--- config.mk ---
export PLATFORM = sky130hd
export DESIGN_NAME = flash_mode_ctrl
export DESIGN_NICKNAME = d
export VERILOG_FILES = /design/src/rtl/flash_mode_pkg.sv /design/src/rtl/flash_rst_qual.sv /design/src/rtl/flash_cmd_seq.sv /design/src/rtl/flash_mode_ctrl.sv
export SDC_FILE = /design/constraint.sdc
export NUM_CORES = 1
export LEC_CHECK = 0
export BUFFER_PORTS_ARGS = -buffer_cell sky130_fd_sc_hd__buf_2
export CORE_ASPECT_RATIO = 2
export CORE_UTILIZATION = 55
export DETAILED_ROUTE_END_ITERATION = 6
export PLACE_DENSITY = 0.76
export SLEW_MARGIN = 25
export SYNTH_ARGS = -nofsm -noshare
export SYNTH_HDL_FRONTEND = slang
export SYNTH_SLANG_ARGS = --single-unit
export TNS_END_PERCENT = 1
--- constraint.sdc ---
create_clock -name clk -period 2.7 [get_ports clk]
set_input_delay 0.135 -clock clk [delete_from_list [all_inputs] [get_ports clk]]
set_output_delay 0.135 -clock clk [all_outputs]
set_load 0.02 [all_outputs]
--- src/rtl/flash_mode_pkg.sv ---
package flash_mode_pkg;

  typedef enum logic [3:0] {
    TK_NONE        = 4'd0,
    TK_UNLK_A      = 4'd1,
    TK_UNLK_B      = 4'd2,
    TK_ID_ENTER    = 4'd3,
    TK_PROG_SETUP  = 4'd4,
    TK_PROG_DATA   = 4'd5,
    TK_ERASE_SETUP = 4'd6,
    TK_ERASE_SECT  = 4'd7,
    TK_ERASE_ALL   = 4'd8,
    TK_BYP_ENTER   = 4'd9,
    TK_BYP_EXIT    = 4'd10,
    TK_RET_READ    = 4'd11
  } tok_e;

  typedef enum logic [1:0] {
    SRC_ARRAY  = 2'd0,
    SRC_CODES  = 2'd1,
    SRC_STATUS = 2'd2
  } src_e;

  typedef enum logic [2:0] {
    MD_READ, MD_AUTOSEL, MD_BYPASS, MD_ERWIN, MD_BUSY, MD_RESET, MD_RECOVER
  } mode_e;

  typedef enum logic [2:0] {
    PH_IDLE, PH_U1, PH_U2, PH_PD, PH_E1, PH_E2, PH_E3
  } phase_e;

  typedef struct packed {
    logic autosel;
    logic prog;
    logic erase_sect;
    logic erase_all;
    logic byp_enter;
    logic byp_exit;
    logic ret_read;
  } cmd_ev_t;

endpackage

--- src/rtl/flash_rst_qual.sv ---
module flash_rst_qual #(
  parameter int RST_MIN = 4
) (
  input  logic clk,
  input  logic rst_n,
  input  logic hw_reset_n,
  output logic rst_fire
);
  localparam int CW = $clog2(RST_MIN + 1);

  logic [CW-1:0] lo_cnt_q, lo_cnt_d;
  logic          lo_cnt_en;

  // One-cycle pulse on the edge that completes the minimum low width.
  assign rst_fire = !hw_reset_n && (lo_cnt_q == CW'(RST_MIN - 1));

  always_comb begin
    lo_cnt_en = 1'b0;
    lo_cnt_d  = lo_cnt_q;
    if (hw_reset_n) begin
      lo_cnt_en = (lo_cnt_q != '0);
      lo_cnt_d  = '0;
    end else if (lo_cnt_q != CW'(RST_MIN)) begin
      lo_cnt_en = 1'b1;
      lo_cnt_d  = lo_cnt_q + CW'(1);
    end
  end

  always_ff @(posedge clk or negedge rst_n) begin
    if (!rst_n) begin
      lo_cnt_q <= '0;
    end else if (lo_cnt_en) begin
      lo_cnt_q <= lo_cnt_d;
    end
  end

  // a held-low pin qualifies once, not on every following cycle
  a_r1_fire_single: assert property (@(posedge clk) disable iff (!rst_n)
    rst_fire |=> !rst_fire);

endmodule

--- src/rtl/flash_cmd_seq.sv ---
module flash_cmd_seq
  import flash_mode_pkg::*;
(
  input  logic       clk,
  input  logic       rst_n,
  input  logic       tok_ok,
  input  logic [3:0] tok,
  input  logic       in_read,
  input  logic       in_bypass,
  input  logic       clr,
  output cmd_ev_t    ev
);
  phase_e ph_q, ph_d;
  tok_e   tk;

  assign tk = tok_e'(tok);

  always_comb begin
    ev   = '0;
    ph_d = ph_q;
    if (tok_ok) begin
      ph_d = PH_IDLE;
      if (in_read) begin
        case (ph_q)
          PH_IDLE: begin
            if (tk == TK_UNLK_A)        ph_d = PH_U1;
            else if (tk == TK_RET_READ) ev.ret_read = 1'b1;
          end
          PH_U1: if (tk == TK_UNLK_B) ph_d = PH_U2;
          PH_U2: begin
            if (tk == TK_ID_ENTER)         ev.autosel   = 1'b1;
            else if (tk == TK_PROG_SETUP)  ph_d         = PH_PD;
            else if (tk == TK_ERASE_SETUP) ph_d         = PH_E1;
            else if (tk == TK_BYP_ENTER)   ev.byp_enter = 1'b1;
          end
          PH_PD: if (tk == TK_PROG_DATA) ev.prog = 1'b1;
          PH_E1: if (tk == TK_UNLK_A) ph_d = PH_E2;
          PH_E2: if (tk == TK_UNLK_B) ph_d = PH_E3;
          PH_E3: begin
            if (tk == TK_ERASE_SECT)     ev.erase_sect = 1'b1;
            else if (tk == TK_ERASE_ALL) ev.erase_all  = 1'b1;
          end
          default: ph_d = PH_IDLE;
        endcase
      end else if (in_bypass) begin
        if (ph_q == PH_PD) begin
          if (tk == TK_PROG_DATA) ev.prog = 1'b1;
        end else if (tk == TK_PROG_SETUP) begin
          ph_d = PH_PD;
        end else if (tk == TK_BYP_EXIT) begin
          ev.byp_exit = 1'b1;
        end
      end else if (tk == TK_RET_READ) begin
        ev.ret_read = 1'b1;
      end
    end
    if (clr) ph_d = PH_IDLE;
  end

  always_ff @(posedge clk or negedge rst_n) begin
    if (!rst_n) begin
      ph_q <= PH_IDLE;
    end else begin
      ph_q <= ph_d;
    end
  end

  // only the first unlock token can leave the idle phase in normal mode
  a_r6_unlock_start: assert property (@(posedge clk) disable iff (!rst_n)
    (tok_ok && in_read && ph_q == PH_IDLE && tok != 4'd1) |=> ph_q == PH_IDLE);

  // in the two-token mode the setup token arms the data phase directly
  a_r7_bypass_arm: assert property (@(posedge clk) disable iff (!rst_n)
    (tok_ok && in_bypass && !in_read && ph_q == PH_IDLE && tok == 4'd4 && !clr)
      |=> ph_q == PH_PD);

endmodule

--- src/rtl/flash_mode_ctrl.sv ---
module flash_mode_ctrl
  import flash_mode_pkg::*;
#(
  parameter int RST_MIN  = 4,
  parameter int REC_CYC  = 6,
  parameter int SECT_WIN = 5
) (
  input  logic       clk,
  input  logic       rst_n,
  input  logic       hw_reset_n,
  input  logic       chip_sel,
  input  logic       rd_en,
  input  logic       cmd_valid,
  input  logic [3:0] cmd_code,
  input  logic       prot_hit,
  input  logic       accel,
  input  logic       engine_done,
  output logic       busy,
  output logic       drive_en,
  output logic [1:0] rd_src
);
  localparam int CNT_MAX = (REC_CYC > SECT_WIN) ? REC_CYC : SECT_WIN;
  localparam int CNTW    = $clog2(CNT_MAX + 1);

  mode_e          mode_q, mode_d;
  logic           pend_q, pend_d;
  logic           byacc_q, byacc_d;
  logic           retbyp_q, retbyp_d;
  logic [CNTW-1:0] cnt_q;
  logic           cnt_ld, cnt_inc;

  logic    rst_fire;
  logic    tok_ok, sect_tok, prot_blk, seq_clr;
  cmd_ev_t ev;
  src_e    src;

  flash_rst_qual #(.RST_MIN(RST_MIN)) u_rstq (
    .clk        (clk),
    .rst_n      (rst_n),
    .hw_reset_n (hw_reset_n),
    .rst_fire   (rst_fire)
  );

  // Tokens are accepted only in a settled command-taking mode with the pin high.
  assign tok_ok = cmd_valid && chip_sel && hw_reset_n
                  && !(accel && mode_q != MD_BYPASS)
                  && !(mode_q == MD_BYPASS && byacc_q && !accel)
                  && (mode_q inside {MD_READ, MD_AUTOSEL, MD_BYPASS});
  assign sect_tok = cmd_valid && chip_sel && hw_reset_n && !prot_hit
                    && (cmd_code == TK_ERASE_SECT);
  assign prot_blk = prot_hit && !accel;
  assign seq_clr  = (mode_d != mode_q);

  flash_cmd_seq u_seq (
    .clk       (clk),
    .rst_n     (rst_n),
    .tok_ok    (tok_ok),
    .tok       (cmd_code),
    .in_read   (mode_q == MD_READ),
    .in_bypass (mode_q == MD_BYPASS),
    .clr       (seq_clr),
    .ev        (ev)
  );

  assign busy = (mode_q inside {MD_ERWIN, MD_BUSY, MD_RECOVER})
                || (mode_q == MD_RESET && pend_q);

  always_comb begin
    if (busy)                    src = SRC_STATUS;
    else if (mode_q == MD_AUTOSEL) src = SRC_CODES;
    else                         src = SRC_ARRAY;
  end
  assign rd_src   = src;
  assign drive_en = hw_reset_n && chip_sel && rd_en;

  // Next-state process
  always_comb begin
    mode_d   = mode_q;
    pend_d   = pend_q;
    byacc_d  = byacc_q;
    retbyp_d = retbyp_q;
    cnt_ld   = 1'b0;
    cnt_inc  = 1'b0;
    if (rst_fire) begin
      mode_d   = MD_RESET;
      pend_d   = busy;
      byacc_d  = 1'b0;
      retbyp_d = 1'b0;
    end else begin
      case (mode_q)
        MD_RESET: begin
          if (hw_reset_n) begin
            mode_d = pend_q ? MD_RECOVER : MD_READ;
            pend_d = 1'b0;
            cnt_ld = 1'b1;
          end
        end
        MD_RECOVER: begin
          if (cnt_q == CNTW'(REC_CYC - 1)) mode_d = MD_READ;
          else                             cnt_inc = 1'b1;
        end
        MD_READ: begin
          if (accel) begin
            mode_d  = MD_BYPASS;
            byacc_d = 1'b1;
          end else if (ev.autosel) begin
            mode_d = MD_AUTOSEL;
          end else if (ev.prog && !prot_blk) begin
            mode_d   = MD_BUSY;
            retbyp_d = 1'b0;
          end else if (ev.erase_all) begin
            mode_d   = MD_BUSY;
            retbyp_d = 1'b0;
          end else if (ev.erase_sect && !prot_blk) begin
            mode_d   = MD_ERWIN;
            retbyp_d = 1'b0;
            cnt_ld   = 1'b1;
          end else if (ev.byp_enter) begin
            mode_d  = MD_BYPASS;
            byacc_d = 1'b0;
          end
        end
        MD_AUTOSEL: begin
          if (accel) begin
            mode_d  = MD_BYPASS;
            byacc_d = 1'b1;
          end else if (ev.ret_read) begin
            mode_d = MD_READ;
          end
        end
        MD_BYPASS: begin
          if (byacc_q && !accel) begin
            mode_d = MD_READ;
          end else if (!byacc_q && ev.byp_exit) begin
            mode_d = MD_READ;
          end else if (ev.prog && !prot_blk) begin
            mode_d   = MD_BUSY;
            retbyp_d = 1'b1;
          end
        end
        MD_ERWIN: begin
          if (sect_tok)                         cnt_ld  = 1'b1;
          else if (cnt_q == CNTW'(SECT_WIN - 1)) mode_d  = MD_BUSY;
          else                                  cnt_inc = 1'b1;
        end
        MD_BUSY: begin
          if (engine_done) begin
            if (retbyp_q && (!byacc_q || accel)) mode_d = MD_BYPASS;
            else                                 mode_d = MD_READ;
          end
        end
        default: mode_d = MD_READ;
      endcase
    end
  end

  // Register process
  always_ff @(posedge clk or negedge rst_n) begin
    if (!rst_n) begin
      mode_q   <= MD_READ;
      pend_q   <= 1'b0;
      byacc_q  <= 1'b0;
      retbyp_q <= 1'b0;
    end else begin
      mode_q   <= mode_d;
      pend_q   <= pend_d;
      byacc_q  <= byacc_d;
      retbyp_q <= retbyp_d;
    end
  end

  always_ff @(posedge clk or negedge rst_n) begin
    if (!rst_n) begin
      cnt_q <= '0;
    end else if (cnt_ld) begin
      cnt_q <= '0;
    end else if (cnt_inc) begin
      cnt_q <= cnt_q + CNTW'(1);
    end
  end

  // qualifying a reset while an operation runs keeps busy asserted
  a_r3_busy_held: assert property (@(posedge clk) disable iff (!rst_n)
    (rst_fire && mode_q == MD_BUSY) |=> busy);

  // leaving an idle reset lands in array read with busy low
  a_r1_reset_to_read: assert property (@(posedge clk) disable iff (!rst_n)
    (mode_q == MD_RESET && hw_reset_n && !pend_q) |=> (mode_q == MD_READ && !busy));

  // no token moves the mode while the reset pin is low
  a_r2_cmd_blocked: assert property (@(posedge clk) disable iff (!rst_n)
    (!hw_reset_n && mode_q == MD_READ && !accel && !rst_fire) |=> mode_q == MD_READ);

  // deselecting the chip does not end a running operation
  a_r12_deselect_busy: assert property (@(posedge clk) disable iff (!rst_n)
    (mode_q == MD_BUSY && !chip_sel && !engine_done && !rst_fire) |=> busy);

  // accelerate forces the two-token mode out of array read
  a_r8_accel_enter: assert property (@(posedge clk) disable iff (!rst_n)
    (mode_q == MD_READ && accel && !rst_fire) |=> mode_q == MD_BYPASS);

endmodule

==> reports/results.ini <==
[run_status]
outcome = finished, final reports clean

[detailed_routing]
detailroute.via_count = 1537
drt_iter0_drc = 72
routedWlPerCell_um = 20.2
final_antenna_net_count = 0
dr.pass1.iters = 4
vias_per_cell = 6.95
totalWireLength_mm = 4.47
drc = 0

[setup_path]
crit_path_end_kind = flop
timing.rr.start = mode_q[2]
timing_worst_setup_path_type = flop to flop
cp-startpoint = mode_q[2]
crit_path_start_kind = flop
critPathArrivalTime_ps = 2430
crit_path_end = u_seq.ph_q[2]
path_max_fanout = 17
reg2reg_to = u_seq.ph_q[2]
reg2reg_slack_ps = 410
required_ps = 2840
cp_slowest_cell = dfrtp_1
cp_slowest_stage_delay_ps = 570
r2r_cells = 6
path_cells = nand4b_4 > o41a_1 > a311oi_1 > o2bb2ai_1 > o21ai_1 > a211oi_1

[global_routing]
track_usage = 0.341
grt_max_degree = 20
antenna_found_initial = 0
grt.overflow.total = 0
grt_pass1_vias = 1500
grt_pass1_wl_mm = 7.13

[yosys]
syn_avg_cell_area_um2 = 8.40
yosysWarnings = 0
synth-seq-area-share = 0.245
synth_ff_type = dfrtp_1
synth-edff-count = 0
synth_seq_cells = 15
yosysTopAreaCell = dfrtp_1
postSynthCellCount = 182
syn_area_mm2 = 0.00153
synth_nets = 201
synth_top_area_frac = 0.245
ys_async_sr_fraction = 1.00
yosysUniqueCellTypes = 65
synth_area_leaders = dfrtp_1, ha_1, nor2_1

[clocking]
cts_sinks = 15
cts_tree = yes
cts_hold_buf = 1
cts_resized = 0
htree_levels = 1
clock_path_buffers = 2
cts_made_buffers = 3
post-cts-setup-buffers = 0
cts-root-buf = clkbuf_8
clock_latency_ps = 260
clkSlewWorstSetupHoldPaths_ps = 70

[sta]
period_minus_slack_ps = 2290
slew_headroom = 0.604
setup_violations = 0
skew_ps = 10.5
max_freq_mhz = 437
tns_ps = 0
rsz0062_at_grt = false
worst_pin_slew_ps = 594
slew_violations = 0
post-route-period-util = 0.847
finalHoldViolCount = 0

[power]
ir_worst_vdd_uv = 543
power_density_mw_per_mm2 = 842
leakage_uw = 0.000659
p_total_uw = 1370

[cells_and_area]
stdcell_count = 221
n_fill_cell = 244
final_area_mm2 = 0.00163
fin_util = 0.627
drive_gt1_frac = 0.187
diodes = 0
syn2layout_area_growth_pct = 6.79
final_nets = 213

[floorplan]
die_area_mm2 = 0.00301
num_rows = 26
die_y_um = 76.6
initial_core_util = 0.587
core_mm2 = 0.00260
die_w_um = 39.3
ioPinCount = 17

[placement]
placed_cell_area_mm2 = 0.00158
io_buffers = 16
dp_cells = 216
dp_hpwl_mm = 3.48
gp_congestion = 1.09

[min_path]
hold_class = input port to flop

[job]
drv_cap = 0

==> synthesized netlist by cell type, types with 3 or more instances <==
cell type / count
dfrtp_1: 15
buf_2: 5
a32o_1: 3
nor4b_2: 3
nor4_1: 5
nor3_1: 4
o21ai_0: 8
buf_6: 3
a21oi_1: 7
nand2_1: 12
nand2b_1: 6
a31oi_1: 4
a211oi_1: 5
nand4b_1: 4
nand3_1: 5
and3_1: 3
inv_1: 9
nor2_1: 18
nor2b_1: 4
ha_1: 6
==> critical path, delay by kind of cell (launching register included) <==
family / cells / cell delay (ps)
AOI/OAI and AO/OA: 5 / 1280
DFF: 1 / 570
and+or+nand+nor: 1 / 310
==> registers in the layout, indices dropped and copies added, names as in the netlist <==
| register | flops |
|---|---|
| mode_q | 3 |
| u_rstq.lo_cnt_q | 3 |
| u_seq.ph_q | 3 |
| retbyp_q | 1 |
| byacc_q | 1 |
| cnt_q | 3 |
| pend_q | 1 |
==> final cells by class <==
cell class | instances | area, µm² | share of cell area
repair buffers | 19 | 105 | 0.0644
flip-flops and latches | 15 | 375 | 0.230
well taps | 28 | 35.0 | 0.0215
inverters | 9 | 33.8 | 0.0207
multi-input cells | 146 | 1040 | 0.636
clock buffers | 4 | 45.0 | 0.0276
==> stage by stage <==
stage / hold slack [ps] / worst slack [ps]
floorplan: -161 / 677
global placement: 57.1 / 525
detailed placement: 61.0 / 488
CTS: 228 / 468
global route: 257 / 310
finish: 240 / 413
==> how the worst min path moves through the flow <==
stage / from / to / slack, ps / cells after the start
floorplan: rst_n / byacc_q / -160 / 0
global placement: rst_n / u_rstq.lo_cnt_q[1] / 60 / 1
detailed placement: rst_n / u_rstq.lo_cnt_q[2] / 60 / 1
CTS: hw_reset_n / u_rstq.lo_cnt_q[2] / 230 / 2
global route: hw_reset_n / u_rstq.lo_cnt_q[2] / 260 / 2
finish: hw_reset_n / u_rstq.lo_cnt_q[2] / 240 / 2
==> kinds of logic after synthesis <==
family,share of synthesized area
XOR/XNOR,0.0172
adder cells (fa/ha/maj),0.0491
AO/OA/AOI/OAI,0.262
multiplexers,0.00655
flip-flops,0.245
buffers and inverters,0.0753
AND/OR/NAND/NOR,0.345
==> power breakdown <==
| part | internal, µW | switching, µW |
|---|---|---|
| clock network | 105 | 89.5 |
| registers | 299 | 131 |
| logic | 311 | 439 |
==> placed cells by master, fill, tap and decap left out, types with 3 or more instances in the layout <==
master | synthesis | layout
nand4b_1 | 4 | 4
dfrtp_1 | 15 | 15
and3_1 | 3 | 3
nor3_1 | 4 | 4
nor4_1 | 5 | 5
ha_1 | 6 | 6
inv_1 | 9 | 9
o21ai_0 | 8 | 8
nand2b_1 | 6 | 6
a21oi_1 | 7 | 7
a31oi_1 | 4 | 4
nand3_1 | 5 | 5
a211oi_1 | 5 | 5
nor4b_2 | 3 | 3
clkbuf_8 | 0 | 3
nand2_1 | 12 | 12
buf_2 | 5 | 16
a32o_1 | 3 | 3
nor2_1 | 18 | 18
nor2b_1 | 4 | 4
==> layer usage <==
metal / global-route usage / wire, µm / up-vias
met5: 0 / 0 / -
met2: 0.562 / 2450 / 74
met4: 0.269 / 348 / 0
met3: 0.0641 / 182 / 28
met1: 0.339 / 1490 / 728
li1: - / - / 707
Note: power is estimated with default switching activity, not from simulation.
